### config.mk
export PLATFORM = sky130hd
export DESIGN_NAME = hc_cmdstat
export DESIGN_NICKNAME = d
export VERILOG_FILES = /design/src/rtl/hc_pkg.sv /design/src/rtl/hc_ctrl_regs.sv /design/src/rtl/hc_status_regs.sv /design/src/rtl/hc_irq_gen.sv /design/src/rtl/hc_cmdstat.sv
export SDC_FILE = /design/constraint.sdc
export NUM_CORES = 1
export LEC_CHECK = 0
export BUFFER_PORTS_ARGS = -buffer_cell sky130_fd_sc_hd__buf_2
export CORE_MARGIN = 10
export CORE_UTILIZATION = 40
export CTS_BUF_LIST = sky130_fd_sc_hd__clkbuf_4 sky130_fd_sc_hd__clkbuf_8
export DETAILED_ROUTE_END_ITERATION = 12
export PLACE_DENSITY = 0.64
export SETUP_SLACK_MARGIN = 0.5
export SLEW_MARGIN = 20
export SYNTH_ARGS = -nofsm -noshare
export SYNTH_HDL_FRONTEND = slang
export SYNTH_SLANG_ARGS = --single-unit
### constraint.sdc
create_clock -name clk_i -period 2.69 [get_ports clk_i]
set_input_delay 0.4035 -clock clk_i [delete_from_list [all_inputs] [get_ports clk_i]]
set_output_delay 0.4035 -clock clk_i [all_outputs]
set_load 0.05 [all_outputs]
### src/rtl/hc_pkg.sv
package hc_pkg;
  localparam int unsigned CMD_W = 5;
  localparam int unsigned STS_W = 6;
  localparam int unsigned IEN_W = 4;

  typedef enum logic [2:0] {
    A_CMD = 3'd0,
    A_STS = 3'd1,
    A_IEN = 3'd2,
    A_FRN = 3'd3,
    A_FLB = 3'd4
  } reg_addr_e;

  localparam int CMD_RS    = 0;
  localparam int CMD_HCRST = 1;
  localparam int CMD_GRST  = 2;
  localparam int CMD_EGSM  = 3;
  localparam int CMD_FGR   = 4;

  localparam int ST_INT  = 0;
  localparam int ST_ERR  = 1;
  localparam int ST_RD   = 2;
  localparam int ST_HSE  = 3;
  localparam int ST_PE   = 4;
  localparam int ST_HALT = 5;

  localparam int IE_ERR = 0;
  localparam int IE_RD  = 1;
  localparam int IE_IOC = 2;
  localparam int IE_SPD = 3;
endpackage

### src/rtl/hc_ctrl_regs.sv
module hc_ctrl_regs
  import hc_pkg::*;
#(
  parameter int unsigned ADDR_W  = 32,
  parameter int unsigned FRN_W   = 11,
  parameter int unsigned ALIGN_W = 12
) (
  input  logic              clk_i,
  input  logic              rst_ni,
  input  logic              cmd_we_i,
  input  logic              frn_we_i,
  input  logic              flb_we_i,
  input  logic [ADDR_W-1:0] wdata_i,
  input  logic              strobe_i,
  input  logic              halted_i,
  input  logic              resume_i,
  output logic [CMD_W-1:0]  cmd_o,
  output logic [FRN_W-1:0]  frnum_o,
  output logic [ADDR_W-1:0] flbase_o,
  output logic              running_o,
  output logic              hc_rst_o,
  output logic              tick_o,
  output logic              start_o,
  output logic              stop_o,
  output logic              rsm_hit_o
);
  localparam logic [ADDR_W-1:0] BASE_MASK = ~((ADDR_W'(1) << ALIGN_W) - ADDR_W'(1));

  logic [CMD_W-1:0]  cmd_q;
  logic [FRN_W-1:0]  frn_q;
  logic [ADDR_W-1:0] flb_q;
  logic              run_q, hcrst_q;
  logic              tick_stop;

  assign start_o   = cmd_we_i && wdata_i[CMD_RS] && !cmd_q[CMD_RS] && !hcrst_q;
  assign tick_o    = strobe_i && run_q && cmd_q[CMD_RS] && !hcrst_q;
  assign tick_stop = strobe_i && run_q && !cmd_q[CMD_RS];
  assign stop_o    = (cmd_we_i && !wdata_i[CMD_RS]) || tick_stop;
  assign rsm_hit_o = resume_i && cmd_q[CMD_EGSM] && !cmd_we_i && !hcrst_q;

  always_ff @(posedge clk_i or negedge rst_ni) begin
    if (!rst_ni) begin
      cmd_q   <= '0;
      frn_q   <= '0;
      flb_q   <= '0;
      run_q   <= 1'b0;
      hcrst_q <= 1'b0;
    end else if (hcrst_q) begin
      cmd_q   <= '0;
      frn_q   <= '0;
      flb_q   <= '0;
      run_q   <= 1'b0;
      hcrst_q <= 1'b0;
    end else begin
      if (cmd_we_i) begin
        cmd_q   <= wdata_i[CMD_W-1:0];
        hcrst_q <= wdata_i[CMD_HCRST];
      end else if (rsm_hit_o) begin
        cmd_q[CMD_FGR] <= 1'b1;
      end
      if (start_o)        run_q <= 1'b1;
      else if (tick_stop) run_q <= 1'b0;
      // counter only moves while running, writes only land while halted
      if (tick_o)                    frn_q <= frn_q + 1'b1;
      else if (frn_we_i && halted_i) frn_q <= wdata_i[FRN_W-1:0];
      if (flb_we_i) flb_q <= wdata_i & BASE_MASK;
    end
  end

  assign cmd_o     = cmd_q;
  assign frnum_o   = frn_q;
  assign flbase_o  = flb_q;
  assign running_o = run_q;
  assign hc_rst_o  = hcrst_q;
endmodule

### src/rtl/hc_status_regs.sv
module hc_status_regs
  import hc_pkg::*;
(
  input  logic             clk_i,
  input  logic             rst_ni,
  input  logic             hc_rst_i,
  input  logic             sts_we_i,
  input  logic [ST_PE:0]   wdata_i,
  input  logic             tick_i,
  input  logic             start_i,
  input  logic             stop_i,
  input  logic             rsm_i,
  input  logic             ev_ioc_i,
  input  logic             ev_spd_i,
  input  logic             ev_err_i,
  input  logic             ev_hse_i,
  input  logic             ev_pe_i,
  output logic [STS_W-1:0] sts_o,
  output logic [1:0]       latch_o
);
  localparam logic [STS_W-1:0] STS_RST = STS_W'(1) << ST_HALT;

  logic [STS_W-1:0] sts_q;
  logic [1:0]       pend_q, latch_q, ev_frame;
  logic [ST_PE:0]   w1c, set_v;

  assign w1c      = sts_we_i ? wdata_i : '0;
  assign ev_frame = {ev_spd_i, ev_ioc_i};

  always_comb begin
    set_v         = '0;
    set_v[ST_INT] = tick_i && (|pend_q);
    set_v[ST_ERR] = ev_err_i;
    set_v[ST_RD]  = rsm_i;
    set_v[ST_HSE] = ev_hse_i;
    set_v[ST_PE]  = ev_pe_i;
  end

  always_ff @(posedge clk_i or negedge rst_ni) begin
    if (!rst_ni) begin
      sts_q   <= STS_RST;
      pend_q  <= '0;
      latch_q <= '0;
    end else if (hc_rst_i) begin
      sts_q   <= STS_RST;
      pend_q  <= '0;
      latch_q <= '0;
    end else begin
      // set beats clear when both land on one edge
      sts_q[ST_PE:0] <= (sts_q[ST_PE:0] & ~w1c) | set_v;
      if (stop_i)       sts_q[ST_HALT] <= 1'b1;
      else if (start_i) sts_q[ST_HALT] <= 1'b0;
      pend_q  <= tick_i ? ev_frame : (pend_q | ev_frame);
      latch_q <= (w1c[ST_INT] ? 2'b00 : latch_q) | (tick_i ? pend_q : 2'b00);
    end
  end

  assign sts_o   = sts_q;
  assign latch_o = latch_q;
endmodule

### src/rtl/hc_irq_gen.sv
module hc_irq_gen
  import hc_pkg::*;
(
  input  logic [STS_W-1:0] sts_i,
  input  logic [1:0]       latch_i,
  input  logic [IEN_W-1:0] ien_i,
  output logic             irq_o
);
  logic [3:0] masked;

  assign masked[0] = latch_i[0]     && ien_i[IE_IOC];
  assign masked[1] = latch_i[1]     && ien_i[IE_SPD];
  assign masked[2] = sts_i[ST_ERR]  && ien_i[IE_ERR];
  assign masked[3] = sts_i[ST_RD]   && ien_i[IE_RD];

  assign irq_o = (|masked) || sts_i[ST_HSE] || sts_i[ST_PE];
endmodule

### src/rtl/hc_cmdstat.sv
module hc_cmdstat
  import hc_pkg::*;
#(
  parameter int unsigned ADDR_W  = 32,
  parameter int unsigned FRN_W   = 11,
  parameter int unsigned IDX_W   = 10,
  parameter int unsigned ALIGN_W = 12
) (
  input  logic              clk_i,
  input  logic              rst_ni,
  input  logic              bus_we_i,
  input  logic [2:0]        bus_addr_i,
  input  logic [ADDR_W-1:0] bus_wdata_i,
  output logic [ADDR_W-1:0] bus_rdata_o,
  input  logic              frame_strobe_i,
  input  logic              ev_ioc_i,
  input  logic              ev_spd_i,
  input  logic              ev_err_i,
  input  logic              ev_hse_i,
  input  logic              ev_pe_i,
  input  logic              resume_i,
  output logic [ADDR_W-1:0] entry_addr_o,
  output logic              running_o,
  output logic              halted_o,
  output logic              bus_reset_o,
  output logic              frame_start_o,
  output logic              irq_o
);
  logic [CMD_W-1:0]  cmd;
  logic [STS_W-1:0]  sts;
  logic [IEN_W-1:0]  ien_q;
  logic [FRN_W-1:0]  frnum;
  logic [ADDR_W-1:0] flbase;
  logic [1:0]        latch;
  logic              hc_rst, tick, start, stop, rsm_hit;
  logic              we_cmd, we_sts, we_ien, we_frn, we_flb;

  assign we_cmd = bus_we_i && (bus_addr_i == A_CMD);
  assign we_sts = bus_we_i && (bus_addr_i == A_STS);
  assign we_ien = bus_we_i && (bus_addr_i == A_IEN);
  assign we_frn = bus_we_i && (bus_addr_i == A_FRN);
  assign we_flb = bus_we_i && (bus_addr_i == A_FLB);

  hc_ctrl_regs #(.ADDR_W(ADDR_W), .FRN_W(FRN_W), .ALIGN_W(ALIGN_W)) u_ctrl (
    .clk_i, .rst_ni,
    .cmd_we_i (we_cmd),
    .frn_we_i (we_frn),
    .flb_we_i (we_flb),
    .wdata_i  (bus_wdata_i),
    .strobe_i (frame_strobe_i),
    .halted_i (sts[ST_HALT]),
    .resume_i (resume_i),
    .cmd_o    (cmd),
    .frnum_o  (frnum),
    .flbase_o (flbase),
    .running_o(running_o),
    .hc_rst_o (hc_rst),
    .tick_o   (tick),
    .start_o  (start),
    .stop_o   (stop),
    .rsm_hit_o(rsm_hit)
  );

  hc_status_regs u_sts (
    .clk_i, .rst_ni,
    .hc_rst_i(hc_rst),
    .sts_we_i(we_sts),
    .wdata_i (bus_wdata_i[ST_PE:0]),
    .tick_i  (tick),
    .start_i (start),
    .stop_i  (stop),
    .rsm_i   (rsm_hit),
    .ev_ioc_i, .ev_spd_i, .ev_err_i, .ev_hse_i, .ev_pe_i,
    .sts_o   (sts),
    .latch_o (latch)
  );

  always_ff @(posedge clk_i or negedge rst_ni) begin
    if (!rst_ni)     ien_q <= '0;
    else if (hc_rst) ien_q <= '0;
    else if (we_ien) ien_q <= bus_wdata_i[IEN_W-1:0];
  end

  hc_irq_gen u_irq (
    .sts_i  (sts),
    .latch_i(latch),
    .ien_i  (ien_q),
    .irq_o  (irq_o)
  );

  always_comb begin
    unique case (bus_addr_i)
      A_CMD:   bus_rdata_o = ADDR_W'(cmd);
      A_STS:   bus_rdata_o = ADDR_W'(sts);
      A_IEN:   bus_rdata_o = ADDR_W'(ien_q);
      A_FRN:   bus_rdata_o = ADDR_W'(frnum);
      A_FLB:   bus_rdata_o = flbase;
      default: bus_rdata_o = '0;
    endcase
  end

  assign entry_addr_o  = flbase + (ADDR_W'(frnum[IDX_W-1:0]) << 2);
  assign halted_o      = sts[ST_HALT];
  assign bus_reset_o   = cmd[CMD_GRST];
  assign frame_start_o = tick;
endmodule

==> run metrics <==
Die Span Y 104 um; # port buffers 109; vias roughly 2400; Worst EP required between 2 and 2.5 ns; CP Max Fanout 7; leakage power 0.00180 uW; largest net degree at the start of global routing 31; crit path DAT between 1.5 and 2 ns; die area 10800 um^2; Worst-Margin Slew 0.598 ns; initial antenna violation count 0; vias per inst 5.21; Clock Skew about 0.0068 ns; Layout area overhead 23.1%; relative slew slack 60.1%; Max Cap Viol 0; Critical Path Start Type register; starting density of the core 41.3%; CTS tree yes; Num CTS Buffers 5; PwrDens approximately 760 nW/um^2; Sink Count 52; Cell Rows 30; commonest non-fill, non-tap cell in the layout buf_2; fill cell count ~660; period utilization around three quarters; vias in the first global route about 2500; gr usage total 15.0%; Final ANT Viol Nets 0; most frequent cells in the layout buf_2, dfrtp_1, nor2_1, a22o_1, and2_1; Non-Filler Instances 461; RSZ-0062 raised after global routing false; Worst VDD drop around 0.00027 V; maximum clock path buffer count 2; Overflow after GRT 0; max frequency 486 MHz; design area roughly 3500 um^2; Pwr Total approximately 2600 uW; wirelength, routed 8.10 mm; final setup fails 0; DR WL/cell 17.6 um; setup TNS 0 ns; H-tree depth 2; Hold WC Path Type in2async; Core ar. 6790 um^2; Synth Register Bits between 50 and 60; # diodes 0; register area share after synthesis 46.4%; die span in x 104 um; ys flop type dfrtp_1; Mapped Cells 269; post-DP HPWL 6.10 mm; DRC violations left 0; Mapped Area approximately 2800 um^2; NumNets Final 410; DP Cell Count 450; post-synth cell types 50; CTS root buf clkbuf_8; layout cells sized above 1 38.4%; Period minus WS final 2.06 ns; outcome finished, final reports clean; Setup crit end kind output pin; Placer Congestion 0.841; First-pass DRT Iterations 5; placed cell area 3340 um^2; EDFF count, synth 0; synth warn 0; global-route wire length before repair roughly 13 mm; Avg Inst Size Synth around 10 um^2; Skew-Pair Late Insertion Delay 0.30 ns; # hold bufs at CTS 0; Max Slew Vio Count 0; asr flop ratio synth 100%; Final Hold Fails 0; IO Pins 114; Clock transition at path regs 0.10 ns; initial drt markers around 140; critical path start-end classification reg2out
[where the power goes]
part / switching [uW] / leakage [uW] / internal (uW) / total [uW]
sequential: 192 / 0.000646 / 942 / 1130
clock: 258 / 0.0000516 / 211 / 469
combinational: 730 / 0.00110 / 300 / 1030
[per-layer routing]
metal / wire (um) / vias up / global-route usage (%)
li1: - / 1158 / -
met5: 0 / - / 0
met2: 4080 / 75 / 25.6
met4: 87 / 0 / 4.77
met3: 518 / 6 / 3.47
met1: 3420 / 1163 / 18.3
[flip-flops by register name (all words and copies together) (netlist names)]
register / flops
ien_q: 4
u_ctrl.cmd_o: 5
u_ctrl.flbase_o: 20
u_ctrl.frnum_o: 11
u_ctrl.hc_rst_o: 1
u_ctrl.running_o: 1
u_sts.latch_o: 2
u_sts.pend_q: 2
u_sts.sts_o: 6
[per-stage QoR]
stage               setup WS [ns]  util, %  hold WS (ns)
floorplan                   0.505        -         0.108
global placement            0.652     49.1         0.447
detailed placement          0.663     49.1         0.449
CTS                         0.600     50.5         0.107
global route                0.557     50.9         0.130
finish                      0.632     50.9        0.0923
[final timing paths]
check / slack, ns / to / start / depth (start not counted)
min: 0.09 / u_ctrl.cmd_o[3] / rst_ni / 1
min reg2reg: 0.52 / u_ctrl.flbase_o[24] / u_ctrl.flbase_o[24] / 1
max reg2reg: 1.00 / u_ctrl.frnum_o[8] / u_ctrl.frnum_o[0] / 5
min in group clk_i: 0.31 / u_ctrl.flbase_o[30] / bus_wdata_i[30] / 2
max: 0.63 / bus_rdata_o[0] / u_ctrl.frnum_o[0] / 3
max in group asynchronous: 1.78 / u_sts.sts_o[5] / rst_ni / 2
[cell usage after synthesis, types with 2 or more instances]
| library cell | instances | share of area (%) |
|---|---|---|
| clkbuf_1 | 9 | 1.2 |
| a211oi_1 | 3 | 0.80 |
| nor2b_1 | 4 | 0.89 |
| and3_1 | 6 | 1.3 |
| mux2i_1 | 12 | 4.3 |
| buf_2 | 6 | 1.1 |
| mux4_2 | 4 | 3.2 |
| o22ai_1 | 2 | 0.45 |
| o21ai_0 | 7 | 1.2 |
| a31oi_1 | 7 | 1.6 |
| and4_1 | 2 | 0.62 |
| nand3_1 | 3 | 0.53 |
| buf_4 | 14 | 3.7 |
| inv_1 | 5 | 0.67 |
| a21oi_1 | 15 | 2.7 |
| and2_1 | 20 | 4.5 |
| nor3b_1 | 3 | 0.80 |
| a22o_1 | 21 | 6.6 |
| nand4_1 | 3 | 0.67 |
| nor3_1 | 3 | 0.53 |
| o211ai_1 | 2 | 0.53 |
| nor3_4 | 2 | 1.2 |
| a22oi_1 | 2 | 0.53 |
| dfrtp_1 | 51 | 45 |
| nor2_1 | 22 | 2.9 |
| a32oi_1 | 3 | 0.94 |
| nand2_1 | 15 | 2.0 |
[critical path, stage by stage, from the launching register on]
cell,delay (ns)
dfrtp_1,0.48
mux4_2,0.51
nor2b_1,0.15
buf_2,0.21
[cells by family (layout without fill, tap and decap cells)]
| logic type | Yosys count | after routing | share of synthesized area, % |
|---|---|---|---|
| AND/OR/NAND/NOR | 92 | 92 | 19.9 |
| other | 1 | 3 | 0.134 |
| AO/OA/AOI/OAI | 69 | 69 | 17.8 |
| XOR/XNOR | 1 | 1 | 0.312 |
| flip-flops | 52 | 52 | 46.4 |
| adder cells (fa/ha/maj) | 1 | 1 | 0.446 |
| buffers and inverters | 37 | 131 | 7.49 |
| multiplexers | 16 | 16 | 7.49 |
[area by class of cell]
class | count | area [um^2] | area share (%)
Multi-Input combinational cell | 182 | 1310 | 37.8
Sequential cell | 52 | 1300 | 37.7
Timing Repair Buffer | 117 | 606 | 17.5
Tap cell | 96 | 120 | 3.48
Clock buffer | 6 | 82.6 | 2.39
Inverter | 6 | 25.0 | 0.724
Clock inverter | 2 | 13.8 | 0.398
[timing repair]
action | in CTS | in global routing
setup buffers | 0 | 3
resized for setup | 0 | 0
endpoints found under the setup margin | 0 | 1
(Power assumes the default switching activity.)
